File: config.mk
export PLATFORM = sky130hd
export DESIGN_NAME = bcd_tally_top
export DESIGN_NICKNAME = d
export VERILOG_FILES = /design/src/rtl/bcd_tally_pkg.sv /design/src/rtl/edge_sync.sv /design/src/rtl/req_scheduler.sv /design/src/rtl/bcd_decade.sv /design/src/rtl/seg_reg.sv /design/src/rtl/bcd_tally_top.sv
export SDC_FILE = /design/constraint.sdc
export NUM_CORES = 1
export LEC_CHECK = 0
export ABC_CLOCK_PERIOD_IN_PS = 5500
export BUFFER_PORTS_ARGS = -buffer_cell sky130_fd_sc_hd__buf_2
export CAP_MARGIN = 20
export CELL_PAD_IN_SITES_DETAIL_PLACEMENT = 0
export CELL_PAD_IN_SITES_GLOBAL_PLACEMENT = 1
export CORE_UTILIZATION = 47
export CTS_CLUSTER_DIAMETER = 60
export CTS_CLUSTER_SIZE = 14
export DETAILED_ROUTE_END_ITERATION = 8
export PLACE_DENSITY_LB_ADDON = 0.1
export SLEW_MARGIN = 10
export SYNTH_ARGS = -nofsm -noshare
export SYNTH_HDL_FRONTEND = slang
export SYNTH_SLANG_ARGS = --single-unit
File: constraint.sdc
create_clock -name clk_i -period 5.5 [get_ports clk_i]
set_input_delay 1.1 -clock clk_i [delete_from_list [all_inputs] [get_ports clk_i]]
set_output_delay 1.1 -clock clk_i [all_outputs]
set_load 0.05 [all_outputs]
File: src/rtl/bcd_tally_pkg.sv
package bcd_tally_pkg;
  localparam int DIGIT_W  = 4;
  localparam int SEG_W    = 7;
  localparam int N_DIGITS = 2;
  localparam int COUNT_W  = DIGIT_W * N_DIGITS;

  typedef logic [DIGIT_W-1:0] bcd_t;
  typedef logic [SEG_W-1:0]   seg_t;

  // {g,f,e,d,c,b,a}, high = lit
  function automatic seg_t seg_of(bcd_t d);
    case (d)
      4'd0: seg_of = 7'h3F;
      4'd1: seg_of = 7'h06;
      4'd2: seg_of = 7'h5B;
      4'd3: seg_of = 7'h4F;
      4'd4: seg_of = 7'h66;
      4'd5: seg_of = 7'h6D;
      4'd6: seg_of = 7'h7D;
      4'd7: seg_of = 7'h07;
      4'd8: seg_of = 7'h7F;
      4'd9: seg_of = 7'h6F;
      default: seg_of = 7'h00;
    endcase
  endfunction
endpackage

File: src/rtl/edge_sync.sv
module edge_sync #(
  parameter int STAGES = 2
) (
  input  logic clk_i,
  input  logic rst_ni,
  input  logic d_i,
  output logic rise_o
);
  logic [STAGES-1:0] sync_q;
  logic              prev_q;

  always_ff @(posedge clk_i or negedge rst_ni) begin
    if (!rst_ni) begin
      sync_q <= '0;
      prev_q <= 1'b0;
    end else begin
      sync_q <= {sync_q[STAGES-2:0], d_i};
      prev_q <= sync_q[STAGES-1];
    end
  end

  assign rise_o = sync_q[STAGES-1] & ~prev_q;
endmodule

File: src/rtl/req_scheduler.sv
module req_scheduler (
  input  logic clk_i,
  input  logic rst_ni,
  input  logic up_rise_i,
  input  logic dn_rise_i,
  output logic grant_up_o,
  output logic grant_dn_o
);
  logic pend_up_q, pend_dn_q, last_up_q;

  // both pending: serve the one not served last
  always_comb begin
    grant_up_o = pend_up_q & (~pend_dn_q | ~last_up_q);
    grant_dn_o = pend_dn_q & ~grant_up_o;
  end

  always_ff @(posedge clk_i or negedge rst_ni) begin
    if (!rst_ni) begin
      pend_up_q <= 1'b0;
      pend_dn_q <= 1'b0;
      last_up_q <= 1'b0;
    end else begin
      pend_up_q <= (pend_up_q & ~grant_up_o) | up_rise_i;
      pend_dn_q <= (pend_dn_q & ~grant_dn_o) | dn_rise_i;
      if (grant_up_o | grant_dn_o) last_up_q <= grant_up_o;
    end
  end
endmodule

File: src/rtl/bcd_decade.sv
module bcd_decade
  import bcd_tally_pkg::*;
(
  input  logic clk_i,
  input  logic rst_ni,
  input  logic inc_i,
  input  logic dec_i,
  output bcd_t digit_o,
  output logic carry_o,
  output logic borrow_o
);
  bcd_t digit_q;

  assign carry_o  = inc_i & (digit_q == 4'd9);
  assign borrow_o = dec_i & (digit_q == 4'd0);
  assign digit_o  = digit_q;

  always_ff @(posedge clk_i or negedge rst_ni) begin
    if (!rst_ni)       digit_q <= '0;
    else if (carry_o)  digit_q <= '0;
    else if (borrow_o) digit_q <= 4'd9;
    else if (inc_i)    digit_q <= digit_q + 4'd1;
    else if (dec_i)    digit_q <= digit_q - 4'd1;
  end
endmodule

File: src/rtl/seg_reg.sv
module seg_reg
  import bcd_tally_pkg::*;
(
  input  logic clk_i,
  input  logic rst_ni,
  input  bcd_t digit_i,
  output seg_t seg_o
);
  always_ff @(posedge clk_i or negedge rst_ni) begin
    if (!rst_ni) seg_o <= seg_of(4'd0);
    else         seg_o <= seg_of(digit_i);
  end
endmodule

File: src/rtl/bcd_tally_top.sv
module bcd_tally_top
  import bcd_tally_pkg::*;
#(
  parameter int SYNC_STAGES = 2
) (
  input  logic       clk_i,
  input  logic       rst_ni,
  input  logic       inc_i,
  input  logic       dec_i,
  output logic [7:0] count_o,
  output logic [6:0] seg_tens_o,
  output logic [6:0] seg_units_o
);
  logic up_rise, dn_rise, grant_up, grant_dn;
  logic at_max, at_min;
  logic [N_DIGITS:0] inc_chain, dec_chain;
  bcd_t digits [N_DIGITS];
  seg_t segs   [N_DIGITS];

  edge_sync #(.STAGES(SYNC_STAGES)) i_sync_up (
    .clk_i(clk_i), .rst_ni(rst_ni), .d_i(inc_i), .rise_o(up_rise));
  edge_sync #(.STAGES(SYNC_STAGES)) i_sync_dn (
    .clk_i(clk_i), .rst_ni(rst_ni), .d_i(dec_i), .rise_o(dn_rise));

  req_scheduler i_sched (
    .clk_i(clk_i), .rst_ni(rst_ni),
    .up_rise_i(up_rise), .dn_rise_i(dn_rise),
    .grant_up_o(grant_up), .grant_dn_o(grant_dn));

  always_comb begin
    at_max = 1'b1;
    at_min = 1'b1;
    for (int k = 0; k < N_DIGITS; k++) begin
      at_max &= (digits[k] == 4'd9);
      at_min &= (digits[k] == 4'd0);
    end
  end

  // clamp: a grant at an end is consumed without a step
  assign inc_chain[0] = grant_up & ~at_max;
  assign dec_chain[0] = grant_dn & ~at_min;

  for (genvar k = 0; k < N_DIGITS; k++) begin : g_digit
    bcd_decade i_decade (
      .clk_i(clk_i), .rst_ni(rst_ni),
      .inc_i(inc_chain[k]), .dec_i(dec_chain[k]),
      .digit_o(digits[k]),
      .carry_o(inc_chain[k+1]), .borrow_o(dec_chain[k+1]));
    seg_reg i_seg (
      .clk_i(clk_i), .rst_ni(rst_ni),
      .digit_i(digits[k]), .seg_o(segs[k]));
    assign count_o[k*DIGIT_W +: DIGIT_W] = digits[k];
  end

  assign seg_units_o = segs[0];
  assign seg_tens_o  = segs[1];
endmodule

==> flow_metrics.env <==
export IMPL_crit_fanout=8
export IMPL_critPathLaunchType="flip-flop"
export IMPL_holdPathStages=0
export IMPL_clock_latency_ns=0.35
export IMPL_crit_required_ns=5.78
export IMPL_dpl_hpwl_um=2040
export IMPL_ioPinCount=26
export IMPL_syn_inst=141
export IMPL_drt_iter0_markers=50
export IMPL_drc_errors=0
export IMPL_vias=1074
export IMPL_worstMarginPinSlew_ns=0.660
export IMPL_critPathKind="reg2reg"
export IMPL_yosysTopAreaCell="dfrtp_1"
export IMPL_synth_compound_area_share_pct=17.5
export IMPL_cp_arrival_ns=2.84
export IMPL_period_minus_slack_ns=2.56
export IMPL_nNetsFinal=194
export IMPL_core_um2=3130
export IMPL_first_global_vias=937
export IMPL_layout_drive_gt1_share_pct=29.7
export IMPL_max_slew_margin_pct=56.0
export IMPL_gr_total_overflow=0
export IMPL_muxShareOfSynthArea_pct=1.58
export IMPL_yosys_register_bits=31
export IMPL_synth_edf_count=0
export IMPL_endpoint_kind="flip-flop"
export IMPL_cp_common_cell="ha_1"
export IMPL_postRouteAntennaNets=0
export IMPL_tns_ns=0
export IMPL_netlist_area_um2=1580
export IMPL_grtUsageTotal_pct=18.5
export IMPL_clk_pin_slew_ns=0.10
export IMPL_yosysUniqueCellTypes=34
export IMPL_synth_most_common_cell="dfrtp_1"
export IMPL_fmax_mhz=391
export IMPL_synthSimpleGateAreaFrac_pct=8.54
export IMPL_n_antenna_cell=0
export IMPL_first_pass_iters=4
export IMPL_die_w_um=60.0
export IMPL_rsz0062_at_grt="false"
export IMPL_status="completed"
export IMPL_hp_class="reg2reg"
export IMPL_cts_buffers=5
export IMPL_syn2layout_area_growth_pct=16.4
export IMPL_ys_top_cells_by_count="dfrtp_1, ha_1, a21oi_1, inv_1"
export IMPL_ff2ff_path_depth=10
export IMPL_cts_htree_levels=2
export IMPL_cp_slowest_cell="dfrtp_1"
export IMPL_fillCellCount=274
export IMPL_hold_buffers=0
export IMPL_cpPeakStageDelay_ns=0.49
export IMPL_synth_yosys_seq_area_share_pct=50.0
export IMPL_async_reset_ff_share_pct=100
export IMPL_synth_top_cells_by_area="dfrtp_1, dfstp_2, ha_1, a21oi_1, o21ai_0"
export IMPL_numPortBuffers=25
export IMPL_grt_pass1_wl_um=4680
export IMPL_worstPathCellList="inv_1 > ha_1 > nand3b_1 > o21ai_4 > ha_1 > a21o_1 > a21oi_1 > nand4_1 > o211ai_1 > o211a_1"
export IMPL_clock_root_buffer="clkbuf_4"
export IMPL_synth_xor_area_share_pct=2.21
export IMPL_cts_sinks=31
export IMPL_post_cts_buffers=0
export IMPL_yosysWarnings=0
export IMPL_wirelength_um=2910
export IMPL_dieArea_um2=3600
export IMPL_synthAdderAreaFrac_pct=16.0
export IMPL_start_util_pct=50.6
export IMPL_grt_max_degree=32
export IMPL_viasPerCell=4.97
export IMPL_drv_slew=0
export IMPL_clock_path_buffers=2
export IMPL_cts_tree="yes"
export IMPL_yosysTopAreaCellShare_pct=30.0
export IMPL_wl_per_cell_um=13.5
export IMPL_hold_viol_final=0
export IMPL_cts_resized_gates=0
export IMPL_die_h_um=60.0
export IMPL_fin_crit_sh_pct=46.5
export IMPL_gp_congestion=0.780
export IMPL_synth_main_ff_cell="dfrtp_1"
export IMPL_avgSynthCellArea_um2=11.2
export IMPL_clock_skew_ns=0.0125
export IMPL_setup_viol=0
export IMPL_maxCapViolations=0
export IMPL_antenna_found_initial=0
export IMPL_synthesis_nets=164
export IMPL_placementRows=20
export IMPL_synth_top_family_by_area="compound AO/OA/AOI/OAI gates"
## worst max-delay path: cells and delay by family, from the launching register on
family,cells,cell delay (ns)
DFF,1,0.49
buffers and inverters,1,0.25
and+or+nand+nor,2,0.27
AOI/OAI and AO/OA,5,0.99
adders and majority gates,2,0.49
## metal layers
layer,vias to the layer above,track usage [%],share of wire (%)
met2,24,23.7,40
li1,546,-,-
met1,498,27.7,53
met4,0,8.97,2.1
met3,6,6.06,5.2
met5,-,0,0
## registers in the layout (all words and copies together) (netlist names)
signal                    count
i_sync_dn.prev_q              1
i_sync_dn.sync_q              2
i_sync_up.prev_q              1
g_digit.i_decade.digit_o      8
i_sched.pend_dn_q             1
g_digit.i_seg.seg_o          14
i_sync_up.sync_q              2
i_sched.pend_up_q             1
i_sched.last_up_q             1
## cells in the final DEF, fill, tap and decap left out, types with 4 or more instances in the layout
| cell type | count |
|---|---|
| dfstp_2 | 12 |
| clkbuf_4 | 5 |
| dfrtp_1 | 19 |
| inv_1 | 16 |
| ha_1 | 17 |
| nand2_1 | 4 |
| o21ai_0 | 12 |
| a21oi_1 | 16 |
| nor2_1 | 7 |
| buf_2 | 25 |
## metrics by stage
stage / utilization (%) / setup slack, ns / hold slack [ns] / cell area [um2] / std cells
final: 58.9 / 2.94 / 0.361 / 1840 / 216
after global routing: 58.9 / 2.79 / 0.371 / 1840 / 216
after CTS: 58.9 / 2.97 / 0.365 / 1840 / 216
after detailed placement: 56.1 / 3.00 / 0.342 / 1760 / 208
after global placement: 56.1 / 3.08 / 0.338 / 1760 / 208
after floorplan: - / 2.88 / 0.331 / 1580 / 141
## cell families after synthesis
logic type	after synthesis
AO/OA/AOI/OAI	42
multiplexers	2
AND/OR/NAND/NOR	25
buffers and inverters	18
XOR/XNOR	4
adder cells (fa/ha/maj)	19
flip-flops	31
## layout make-up
cell class / count / area [um2] / share of cell area (%)
Tap cell: 44 / 55.1 / 2.99
Sequential cell: 31 / 791 / 42.9
Clock inverter: 2 / 35.0 / 1.90
Clock buffer: 6 / 51.3 / 2.79
Timing Repair Buffer: 25 / 125 / 6.79
Multi-Input combinational cell: 92 / 724 / 39.3
Inverter: 16 / 60.1 / 3.26
## final timing paths
| kind | from | to | slack [ns] |
|---|---|---|---|
| worst max-delay path | g_digit[0].i_decade.digit_o[1]$_DFFE_PN0P_ | g_digit[0].i_decade.digit_o[3]$_DFFE_PN0P_ | 2.94 |
| worst min-delay path | i_sync_dn.sync_q[0]$_DFF_PN0_ | i_sync_dn.sync_q[1]$_DFF_PN0_ | 0.36 |
| worst max register to register | g_digit[0].i_decade.digit_o[1]$_DFFE_PN0P_ | g_digit[0].i_decade.digit_o[3]$_DFFE_PN0P_ | 2.94 |
| worst min register to register | i_sync_dn.sync_q[0]$_DFF_PN0_ | i_sync_dn.sync_q[1]$_DFF_PN0_ | 0.36 |
| max in group asynchronous | rst_ni | i_sync_dn.sync_q[0]$_DFF_PN0_ | 4.29 |
| min in group asynchronous | rst_ni | g_digit[0].i_decade.digit_o[0]$_DFFE_PN0P_ | 0.78 |
Power is not shown: default switching activity piles up to over one toggle a cycle in this logic, so the estimate is an artifact.
